$ cat config.mk
export PLATFORM = sky130hd
export DESIGN_NAME = llc_err_capture
export DESIGN_NICKNAME = d
export VERILOG_FILES = /design/src/rtl/llc_err_pkg.sv /design/src/rtl/llc_err_state.sv /design/src/rtl/llc_err_rdmux.sv /design/src/rtl/llc_err_capture.sv
export SDC_FILE = /design/constraint.sdc
export NUM_CORES = 1
export LEC_CHECK = 0
export ABC_CLOCK_PERIOD_IN_PS = 1600
export CORE_ASPECT_RATIO = 1.2
export CORE_UTILIZATION = 38
export DETAILED_ROUTE_END_ITERATION = 16
export GPL_TIMING_DRIVEN = 0
export PLACE_DENSITY = 0.78
export SLEW_MARGIN = 20
export SYNTH_ARGS = -nofsm -noshare
export SYNTH_HDL_FRONTEND = slang
export SYNTH_HIERARCHICAL = 1
export SYNTH_SLANG_ARGS = --single-unit
$ cat constraint.sdc
create_clock -name clk -period 1.6 [get_ports clk]
set_clock_uncertainty 0.05 [all_clocks]
set_input_delay 0.32 -clock clk [delete_from_list [all_inputs] [get_ports clk]]
set_output_delay 0.32 -clock clk [all_outputs]
set_load 0.02 [all_outputs]
$ cat src/rtl/llc_err_pkg.sv
package llc_err_pkg;
    localparam int SYN_W    = 9;
    localparam int WAY_W    = 6;
    localparam int AGT_W    = 4;
    localparam int GRP_W    = 4;
    localparam int OP_W     = 4;
    localparam int BANK_W   = 4;
    localparam int PA_W     = 42;
    localparam int LINE_OFS = 6;
    localparam int DATA_W   = 32;
    localparam int ALOG_W   = DATA_W;
    localparam int PA_HI_W  = PA_W - LINE_OFS - ALOG_W;
    localparam int INFO_W   = SYN_W + WAY_W + AGT_W + GRP_W + OP_W + BANK_W + 1 + PA_W;
    localparam int ST_W     = 10;
    localparam int CTRL_W   = 4;

    localparam logic [ST_W-1:0] ST_MASK = 10'h37F;

    // status bit positions
    localparam int S_CPEND = 0;
    localparam int S_UPEND = 1;
    localparam int S_CERR  = 2;
    localparam int S_UERR  = 3;
    localparam int S_CMULT = 4;
    localparam int S_UMULT = 5;
    localparam int S_EVICT = 6;
    localparam int S_MHIT  = 8;
    localparam int S_DATA  = 9;

    // register word offsets
    localparam int OFS_STAT = 10;
    localparam int OFS_CTRL = 11;
    localparam int OFS_LOG  = 12;
    localparam int OFS_ALOG = 13;
    localparam int OFS_BANK = 14;

    typedef struct packed {
        logic [SYN_W-1:0]  syn;
        logic [WAY_W-1:0]  way;
        logic [AGT_W-1:0]  agent;
        logic [GRP_W-1:0]  grp;
        logic [OP_W-1:0]   op;
        logic [BANK_W-1:0] bank;
        logic              is_data;
        logic [PA_W-1:0]   paddr;
    } cap_info_t;

    typedef struct packed {
        logic [ST_W-1:0]   st;
        logic [CTRL_W-1:0] ctrl;
        logic [DATA_W-1:0] log;
        logic [ALOG_W-1:0] alog;
        logic [BANK_W-1:0] bank;
    } err_regs_t;
endpackage

$ cat src/rtl/llc_err_state.sv
module llc_err_state
    import llc_err_pkg::*;
(
    input  logic              clk,
    input  logic              rst_n,
    input  logic              ev_ce,
    input  logic              ev_ue,
    input  logic              ev_mhit,
    input  logic              ev_evict,
    input  cap_info_t         ce_info,
    input  cap_info_t         ue_info,
    input  logic              wr_stat,
    input  logic              wr_ctrl,
    input  logic [DATA_W-1:0] wdata,
    output err_regs_t         regs_q
);
    err_regs_t regs_d;
    cap_info_t sel;
    logic      ce_hit, ue_hit, pend;

    always_comb begin
        regs_d = regs_q;
        ce_hit = ev_ce & regs_q.ctrl[0];
        ue_hit = ev_ue & regs_q.ctrl[1];
        pend   = regs_q.st[S_CERR] | regs_q.st[S_UERR];
        sel    = ue_hit ? ue_info : ce_info;

        if (wr_stat) begin
            regs_d.st = wdata[ST_W-1:0] & ST_MASK;
        end else begin
            if (ce_hit) begin
                regs_d.st[S_CPEND] = 1'b1;
                regs_d.st[S_CERR]  = 1'b1;
                if (regs_q.st[S_CERR]) regs_d.st[S_CMULT] = 1'b1;
            end
            if (ue_hit) begin
                regs_d.st[S_UPEND] = 1'b1;
                regs_d.st[S_UERR]  = 1'b1;
                if (regs_q.st[S_UERR]) regs_d.st[S_UMULT] = 1'b1;
            end
            if (ev_mhit  & regs_q.ctrl[1]) regs_d.st[S_MHIT]  = 1'b1;
            if (ev_evict & regs_q.ctrl[1]) regs_d.st[S_EVICT] = 1'b1;
            if ((ce_hit | ue_hit) & ~pend) begin
                regs_d.log = {sel.syn, sel.way, sel.agent, 1'b0, sel.grp, sel.op,
                              sel.paddr[PA_W-1 -: PA_HI_W]};
                regs_d.alog = sel.paddr[PA_W-PA_HI_W-1:LINE_OFS];
                regs_d.bank = sel.bank;
                regs_d.st[S_DATA] = sel.is_data;
            end
        end
        if (wr_ctrl) regs_d.ctrl = wdata[CTRL_W-1:0];
    end

    always_ff @(posedge clk or negedge rst_n) begin
        if (!rst_n) regs_q <= '0;
        else        regs_q <= regs_d;
    end

    a_r3_ce_sets: assert property (@(posedge clk) disable iff (!rst_n)
        (ev_ce && regs_q.ctrl[0] && !wr_stat) |=> (regs_q.st[S_CPEND] && regs_q.st[S_CERR]));

    a_r3_ce_ignored: assert property (@(posedge clk) disable iff (!rst_n)
        (!regs_q.ctrl[0] && !wr_stat) |=>
        (regs_q.st[S_CERR] == $past(regs_q.st[S_CERR]) && regs_q.st[S_CMULT] == $past(regs_q.st[S_CMULT])));

    a_r5_log_hold: assert property (@(posedge clk) disable iff (!rst_n)
        (regs_q.st[S_CERR] || regs_q.st[S_UERR]) |=>
        ($stable(regs_q.log) && $stable(regs_q.alog) && $stable(regs_q.bank)));

    a_r6_ue_multi: assert property (@(posedge clk) disable iff (!rst_n)
        (ev_ue && regs_q.ctrl[1] && regs_q.st[S_UERR] && !wr_stat) |=> regs_q.st[S_UMULT]);

    a_r8_ue_wins: assert property (@(posedge clk) disable iff (!rst_n)
        (ev_ce && ev_ue && regs_q.ctrl[1:0] == 2'b11 && !regs_q.st[S_CERR] && !regs_q.st[S_UERR] && !wr_stat)
        |=> (regs_q.log[31:23] == $past(ue_info.syn) && regs_q.bank == $past(ue_info.bank)));

    a_r10_clear: assert property (@(posedge clk) disable iff (!rst_n)
        (wr_stat && wdata == '0) |=> (regs_q.st == '0));
endmodule

$ cat src/rtl/llc_err_rdmux.sv
module llc_err_rdmux
    import llc_err_pkg::*;
#(
    parameter int WORD_W = 6
) (
    input  logic              rd_en,
    input  logic [WORD_W-1:0] word,
    input  err_regs_t         regs,
    output logic [DATA_W-1:0] rdata
);
    localparam logic [WORD_W-1:0] W_STAT = WORD_W'(OFS_STAT);
    localparam logic [WORD_W-1:0] W_CTRL = WORD_W'(OFS_CTRL);
    localparam logic [WORD_W-1:0] W_LOG  = WORD_W'(OFS_LOG);
    localparam logic [WORD_W-1:0] W_ALOG = WORD_W'(OFS_ALOG);
    localparam logic [WORD_W-1:0] W_BANK = WORD_W'(OFS_BANK);

    always_comb begin
        rdata = '0;
        if (rd_en) begin
            case (word)
                W_STAT:  rdata = DATA_W'(regs.st);
                W_CTRL:  rdata = DATA_W'(regs.ctrl);
                W_LOG:   rdata = regs.log;
                W_ALOG:  rdata = regs.alog;
                W_BANK:  rdata = DATA_W'(regs.bank);
                default: rdata = '0;
            endcase
        end
    end
endmodule

$ cat src/rtl/llc_err_capture.sv
module llc_err_capture
    import llc_err_pkg::*;
#(
    parameter int BUS_AW = 8
) (
    input  logic              clk,
    input  logic              rst_n,
    input  logic              ev_ce,
    input  logic              ev_ue,
    input  logic              ev_mhit,
    input  logic              ev_evict,
    input  logic [INFO_W-1:0] ce_info,
    input  logic [INFO_W-1:0] ue_info,
    input  logic              bus_en,
    input  logic              bus_we,
    input  logic [BUS_AW-1:0] bus_addr,
    input  logic [DATA_W-1:0] bus_wdata,
    output logic [DATA_W-1:0] bus_rdata,
    output logic              ce_irq,
    output logic              ue_irq
);
    localparam int WORD_W = BUS_AW - 2;
    localparam logic [WORD_W-1:0] W_STAT = WORD_W'(OFS_STAT);
    localparam logic [WORD_W-1:0] W_CTRL = WORD_W'(OFS_CTRL);

    logic [WORD_W-1:0] word;
    logic              wr_stat, wr_ctrl;
    err_regs_t         regs;

    assign word    = bus_addr[BUS_AW-1:2];
    assign wr_stat = bus_en & bus_we & (word == W_STAT);
    assign wr_ctrl = bus_en & bus_we & (word == W_CTRL);

    llc_err_state u_state (
        .clk      (clk),
        .rst_n    (rst_n),
        .ev_ce    (ev_ce),
        .ev_ue    (ev_ue),
        .ev_mhit  (ev_mhit),
        .ev_evict (ev_evict),
        .ce_info  (cap_info_t'(ce_info)),
        .ue_info  (cap_info_t'(ue_info)),
        .wr_stat  (wr_stat),
        .wr_ctrl  (wr_ctrl),
        .wdata    (bus_wdata),
        .regs_q   (regs)
    );

    llc_err_rdmux #(.WORD_W(WORD_W)) u_rdmux (
        .rd_en (bus_en & ~bus_we),
        .word  (word),
        .regs  (regs),
        .rdata (bus_rdata)
    );

    assign ce_irq = regs.st[S_CPEND] & regs.ctrl[2];
    assign ue_irq = regs.st[S_UPEND] & regs.ctrl[3];

    a_r9_irq_needs_pending: assert property (@(posedge clk) disable iff (!rst_n)
        (bus_en && bus_we && word == W_STAT && bus_wdata == '0) |=> (!ce_irq && !ue_irq));
endmodule

==> results of run 1 <==
synthesized netlist by cell type (2+ instances only):
library cell and n:
a21oi_1 10, a2bb2oi_1 2, a31oi_1 6, and2_1 3, and3b_1 8, buf_1 7, buf_2 9, buf_4 6
buf_6 7, dfrtp_1 80, mux2_2 129, mux2_4 19, mux2i_1 23, nand2_1 7, nand3_1 23, nor2_1 25
nor2b_1 3, o21ai_0 10
routing by layer:
layer / up-vias / track usage [%]
met5: - / 0
li1: 1916 / -
met4: 0 / 9.496
met1: 2098 / 27.50
met3: 24 / 4.797
met2: 159 / 42.81
cell type report:
cell class / instances / area, sq um
buffer: 28 / 349.1
clock buffer: 13 / 250.2
clock inverter: 3 / 65.06
fill: 827 / 3490
inverter: 1 / 3.754
multi-input combinational: 283 / 3281
sequential: 80 / 2003
tap: 161 / 201.4
timing repair buffer: 234 / 2579
final timing paths:
kind,to
setup reg to reg,u_state/regs_q[18]
max in group asynchronous,u_state/regs_q[69]
hold / removal,u_state/regs_q[38]
setup / recovery,u_state/regs_q[47]
hold reg to reg,u_state/regs_q[1]
min in group clk,u_state/regs_q[1]
logic make-up after synthesis:
| kind of cell | Yosys count |
|---|---|
| DFF | 80 |
| and+or+nand+nor | 76 |
| muxes | 171 |
| other | 1 |
| AOI/OAI and AO/OA | 33 |
| buffers and inverters | 31 |
cells in the final DEF, fill, tap and decap left out, types with 3 or more instances in the layout:
cell	n
clkdlybuf4s50_1	147
mux2_2	91
dfrtp_1	79
mux2_4	57
buf_6	42
buf_4	30
nor2_4	23
buf_12	18
nand3_1	13
clkbuf_16	12
mux2i_1	11
mux2i_4	10
nand3_2	7
and3b_1	7
buf_16	6
buf_8	6
a21oi_2	6
nand2_1	6
o21ai_0	6
buf_2	5
a21oi_1	4
nor2_1	3
nor2b_4	3
and2_1	3
clkbuf_1	3
nand3_4	3
a31oi_2	3
stage by stage:
stage               total power [mW]  instance area, sq um
CTS                            8.585                  8401
global route                   9.211                  8732
global placement               5.445                  7002
detailed placement             5.584                  7027
floorplan                      4.699                  4878
finish                         8.782                  8732
critical path, delay by kind of cell:
| kind | cells | cell delay (ns) |
|---|---|---|
| AND/OR/NAND/NOR | 3 | 0.85 |
| multiplexers | 1 | 0.34 |
| buffers and inverters | 4 | 0.50 |
repair_timing:
item	in CTS	in global routing
hold buffers	1	0
gates cloned	8	3
pin swaps	19	26
buffers inserted	23	8
setup endpoints to repair	114	108
resized for setup	407	58
endpoints found under the hold margin	30	0
power by group:
part           internal [mW]  total (mW)  switching, mW
combinational           2.02        3.00          0.982
sequential              2.91        3.59          0.682
clock                   1.41        2.19          0.781
==> reports/summary.txt, run 1 <==
Fin Setup TNS - -20.98 ns
Largest regs - u_state/regs_q: 80 flops
worst skew pair latency - 0.33 ns
Post-Synth Adder-Cell Area - 0%
FP Rows - 44
most flop-heavy register - u_state/regs_q
total grt overflow - 0
Clock Root Buffer - clkbuf_16
WL met3 - 859 um
Synth Area in Simple Gates - 8.695%
leak pwr - 3.815 nW
CTS clk-pin slew, worst paths - 0.06 ns
IO Count - 230
dominant synthesized flop cell - dfrtp_1
max-cap violation count - 0
synthesized cell area - 4792 sq um
flop-to-flop setup slack - -0.24 ns
diode count - 0
Initial Util - 39.21%
EDFF count, synth - 0
area share of xor/xnor cells in the synthesized design - 0%
Ys Warns - 6
mux cell area share after synthesis - 41.07%
Final WS setup - -0.2584 ns
DR vias - 4197
post-synthesis register bit count - 80
total CTS buffers - 9
CP endpoint kind - flip-flop
DP HPWL - 10.06 mm
fin nets - 833
wl on met1 - 6.155 mm
share of cells above drive strength 1 - 54.05%
gr usage total - 23.81%
WHS - 0.4282 ns
Final Non-Filler Cells - 803
initial antenna violation count - 0
Crit path top cell by count - buf_8
first-pass GRT wire length - 24.18 mm
area grow syn2layout - 82.22%
failing checks - setup timing
core region area - 12220 sq um
crit-path max FO - 10
Hold Fails Final Rpt - 0
Port Buffers - 192
met2 wire len - 8.242 mm
Worst path max stage delay - 0.55 ns
Die Area - 13070 sq um
largest family of logic cells by synthesized area - multiplexers
Max VDD drop - 0.5194 mV
die height - 125.0 um
CTS Buffer Depth - 2
post-synthesis compound-gate area fraction - 4.151%
Cells after Synth - 392
top post-synthesis cells by area - dfrtp_1 (42%), mux2_2 (30%), mux2_4 (6.0%)
final number of setup-violating endpoints - 102
max-slew violations - 0
Routed WL per cell - 19.35 um
FFs w/ async S/R, synth - 100.0%
R2R cell count - 5
Post-Syn Area per Cell - 12.22 sq um
DRT antenna net count - 0
DRT Pass-1 Iters - 4
drt total wl - 15.54 mm
period utilisation layout - 116.2%
fmax - 0.5381 GHz
CP startpoint - bus_addr[6]
worst r2r src - u_state/regs_q[68]
number of DRC violations after detailed-routing iteration 0 - 161
Die X - 104.5 um
Inst Count DP - 747
Power per Cell Area - 1006 nW/um^2
CP cell instances - buf_8, or4b_4, nor3_4, buf_6, or4_4, buf_8, buf_12, mux2_2
vias in the first global route - 4710
max reg flops - 80
CP required - 1.76 ns
global placement routability congestion - 0.8426
status - complete, but fails checks
Setup CP Type - in -> reg
Yosys top cell area share - 41.78%
Core Util, Final - 71.45%
Setup Slack @ Placement - -1.231 ns
slowest cell on the critical path - or4b_4
CTS HTree Levels - 3
routed vias/inst - 5.227
type of the most critical hold path - in -> async
type of origin of the critical path - input port
pin count of the biggest net entering global routing - 51
worst path arrival time - 2.02 ns
area leader, netlist - dfrtp_1
CTS tree - done
total clock sinks - 80
Netlist cell types - 33
Top Layer Used - met4
number of remaining DRC errors - 0
Seq/Total Area, Yosys - 41.78%
final period demand of the worst path - 1.858 ns
unrepaired setup endpoints after global routing - true
(Power assumes the default switching activity.)
==> run 2, diff against run 1 <==
--- a/config.mk
+++ b/config.mk
@@ -5,12 +5,13 @@
 export SDC_FILE = /design/constraint.sdc
 export NUM_CORES = 1
 export LEC_CHECK = 0
-export ABC_CLOCK_PERIOD_IN_PS = 1600
+export ABC_CLOCK_PERIOD_IN_PS = 1800
+export CAP_MARGIN = 20
 export CORE_ASPECT_RATIO = 1.2
-export CORE_UTILIZATION = 38
+export CORE_UTILIZATION = 42
 export DETAILED_ROUTE_END_ITERATION = 16
 export GPL_TIMING_DRIVEN = 0
-export PLACE_DENSITY = 0.78
+export PLACE_DENSITY = 0.81
 export SLEW_MARGIN = 20
 export SYNTH_ARGS = -nofsm -noshare
 export SYNTH_HDL_FRONTEND = slang
==> constraint.sdc (replaced) <==
create_clock -name clk -period 1.8 [get_ports clk]
set_clock_uncertainty 0.05 [all_clocks]
set_input_delay 0.36 -clock clk [delete_from_list [all_inputs] [get_ports clk]]
set_output_delay 0.36 -clock clk [all_outputs]
set_load 0.02 [all_outputs]
==> reports/summary.txt, run 2 (synthesis gave the netlist of run 1 again) <==
status - complete, but fails checks
failing checks - setup timing
vias in the first global route - 4559
FP Rows - 42
max reg flops - 80
CTS HTree Levels - 3
share of cells above drive strength 1 - 49.45%
gr usage total - 25.53%
Routed WL per cell - 19.37 um
Largest regs - u_state/regs_q: 80 flops
most frequent cells in the layout - clkdlybuf4s50_1 (147), mux2_2 (99), dfrtp_1 (79)
unrepaired setup endpoints after global routing - true
total grt overflow - 0
pin count of the biggest net entering global routing - 52
number of DRC violations after detailed-routing iteration 0 - 206
Final Power - 7.363 mW
global placement routability congestion - 0.9381
worst skew pair latency - 0.33 ns
CTS tree - done
core region area - 11090 sq um
final number of setup-violating endpoints - 87
Power per Cell Area - 892.5 nW/um^2
Final WS setup - -0.1243 ns
Die Area - 11840 sq um
CTS Buffer Depth - 2
DP HPWL - 9.684 mm
type of the most critical hold path - in -> async
total CTS buffers - 9
DP Area - 6950 sq um
most flop-heavy register - u_state/regs_q
period utilisation layout - 106.9%
total clock sinks - 80
DR vias - 4171
first-pass GRT wire length - 23.17 mm
drt total wl - 15.20 mm
crit-path max FO - 5
Core Util, Final - 74.40%
Max VDD drop - 0.4848 mV
Hold Fails Final Rpt - 0
DRT Pass-1 Iters - 4
area grow syn2layout - 72.14%
fin nets - 822
max-cap violation count - 0
final period demand of the worst path - 1.924 ns
most common cell after layout, fill and taps aside - clkdlybuf4s50_1
type of origin of the critical path - input port
Clock Root Buffer - clkbuf_16
DRT antenna net count - 0
number of remaining DRC errors - 0
Die X - 99.51 um
diode count - 0
routed vias/inst - 5.313
CTS clk-pin slew, worst paths - 0.06 ns
CP endpoint kind - flip-flop
fmax - 0.5197 GHz
final instance area - 8249 sq um
max-slew violations - 0
CP required - 1.97 ns
die height - 119.0 um
Initial Util - 43.22%
Setup CP Type - in -> reg
leak pwr - 3.649 nW
Port Buffers - 192
worst path arrival time - 2.09 ns
IO Count - 230
initial antenna violation count - 0
==> run 2: cell type report <==
type	instances	area, sq um
sequential	80	2003
clock inverter	4	45.04
inverter	1	3.754
clock buffer	12	236.5
fill	725	2839
buffer	27	332.8
multi-input combinational	284	3063
timing repair buffer	223	2372
tap	154	192.7
==> run 2: worst paths after layout <==
kind / from / to / slack, ns / depth (start not counted)
max: bus_addr[6] / u_state/regs_q[56] / -0.12 / 8
max in group asynchronous: rst_n / u_state/regs_q[69] / 0.63 / 3
min: rst_n / u_state/regs_q[5] / 0.46 / 2
max reg2reg: u_state/regs_q[69] / u_state/regs_q[56] / -0.11 / 6
min in group clk: u_state/regs_q[33] / u_state/regs_q[33] / 0.46 / 1
min reg2reg: u_state/regs_q[33] / u_state/regs_q[33] / 0.46 / 1
==> run 2: timing repair <==
| item | in CTS | in global routing |
|---|---|---|
| pin swaps | 27 | 16 |
| gates resized for setup | 374 | 38 |
| endpoints found under the hold margin | 29 | 0 |
| hold buffers | 1 | 0 |
| gates cloned | 8 | 4 |
| endpoints found under the setup margin | 114 | 98 |
| setup buffers | 16 | 5 |
==> run 2: layer usage <==
layer,wire length [um],global-route usage [%],vias to the layer above
li1,-,-,1900
met1,5544,28.75,2039
met2,8261,46.83,191
met3,961,4.343,41
met4,436,11.03,0
met5,0,0,-
==> run 2: worst max-delay path, cell delays in order <==
cell	delay [ns]
buf_8	0.10
or4b_4	0.55
nor3_4	0.17
or4_4	0.22
buf_8	0.13
buf_12	0.11
buf_8	0.12
mux2_4	0.31
==> run 2: through the flow <==
step	setup slack (ns)	hold slack (ns)	cells	TNS [ns]
5_1_grt	-0.1483	0.4709	785	-8.630
2_1_floorplan	-0.3673	0.01441	393	-22.52
4_1_cts	-0.1210	0.4573	780	-5.203
6_report	-0.1243	0.4591	785	-5.754
3_5_place_dp	-1.054	0.2730	740	-106.99
3_3_place_gp	-2.475	0.4322	739	-301.03
==> run 2: power by group <==
| part | leakage, nW | total [mW] | internal (mW) | switching, mW |
|---|---|---|---|---|
| Combinational | 2.51 | 2.48 | 1.64 | 0.838 |
| Clock | 0.140 | 1.76 | 1.07 | 0.694 |
| Sequential | 1.00 | 3.12 | 2.58 | 0.540 |
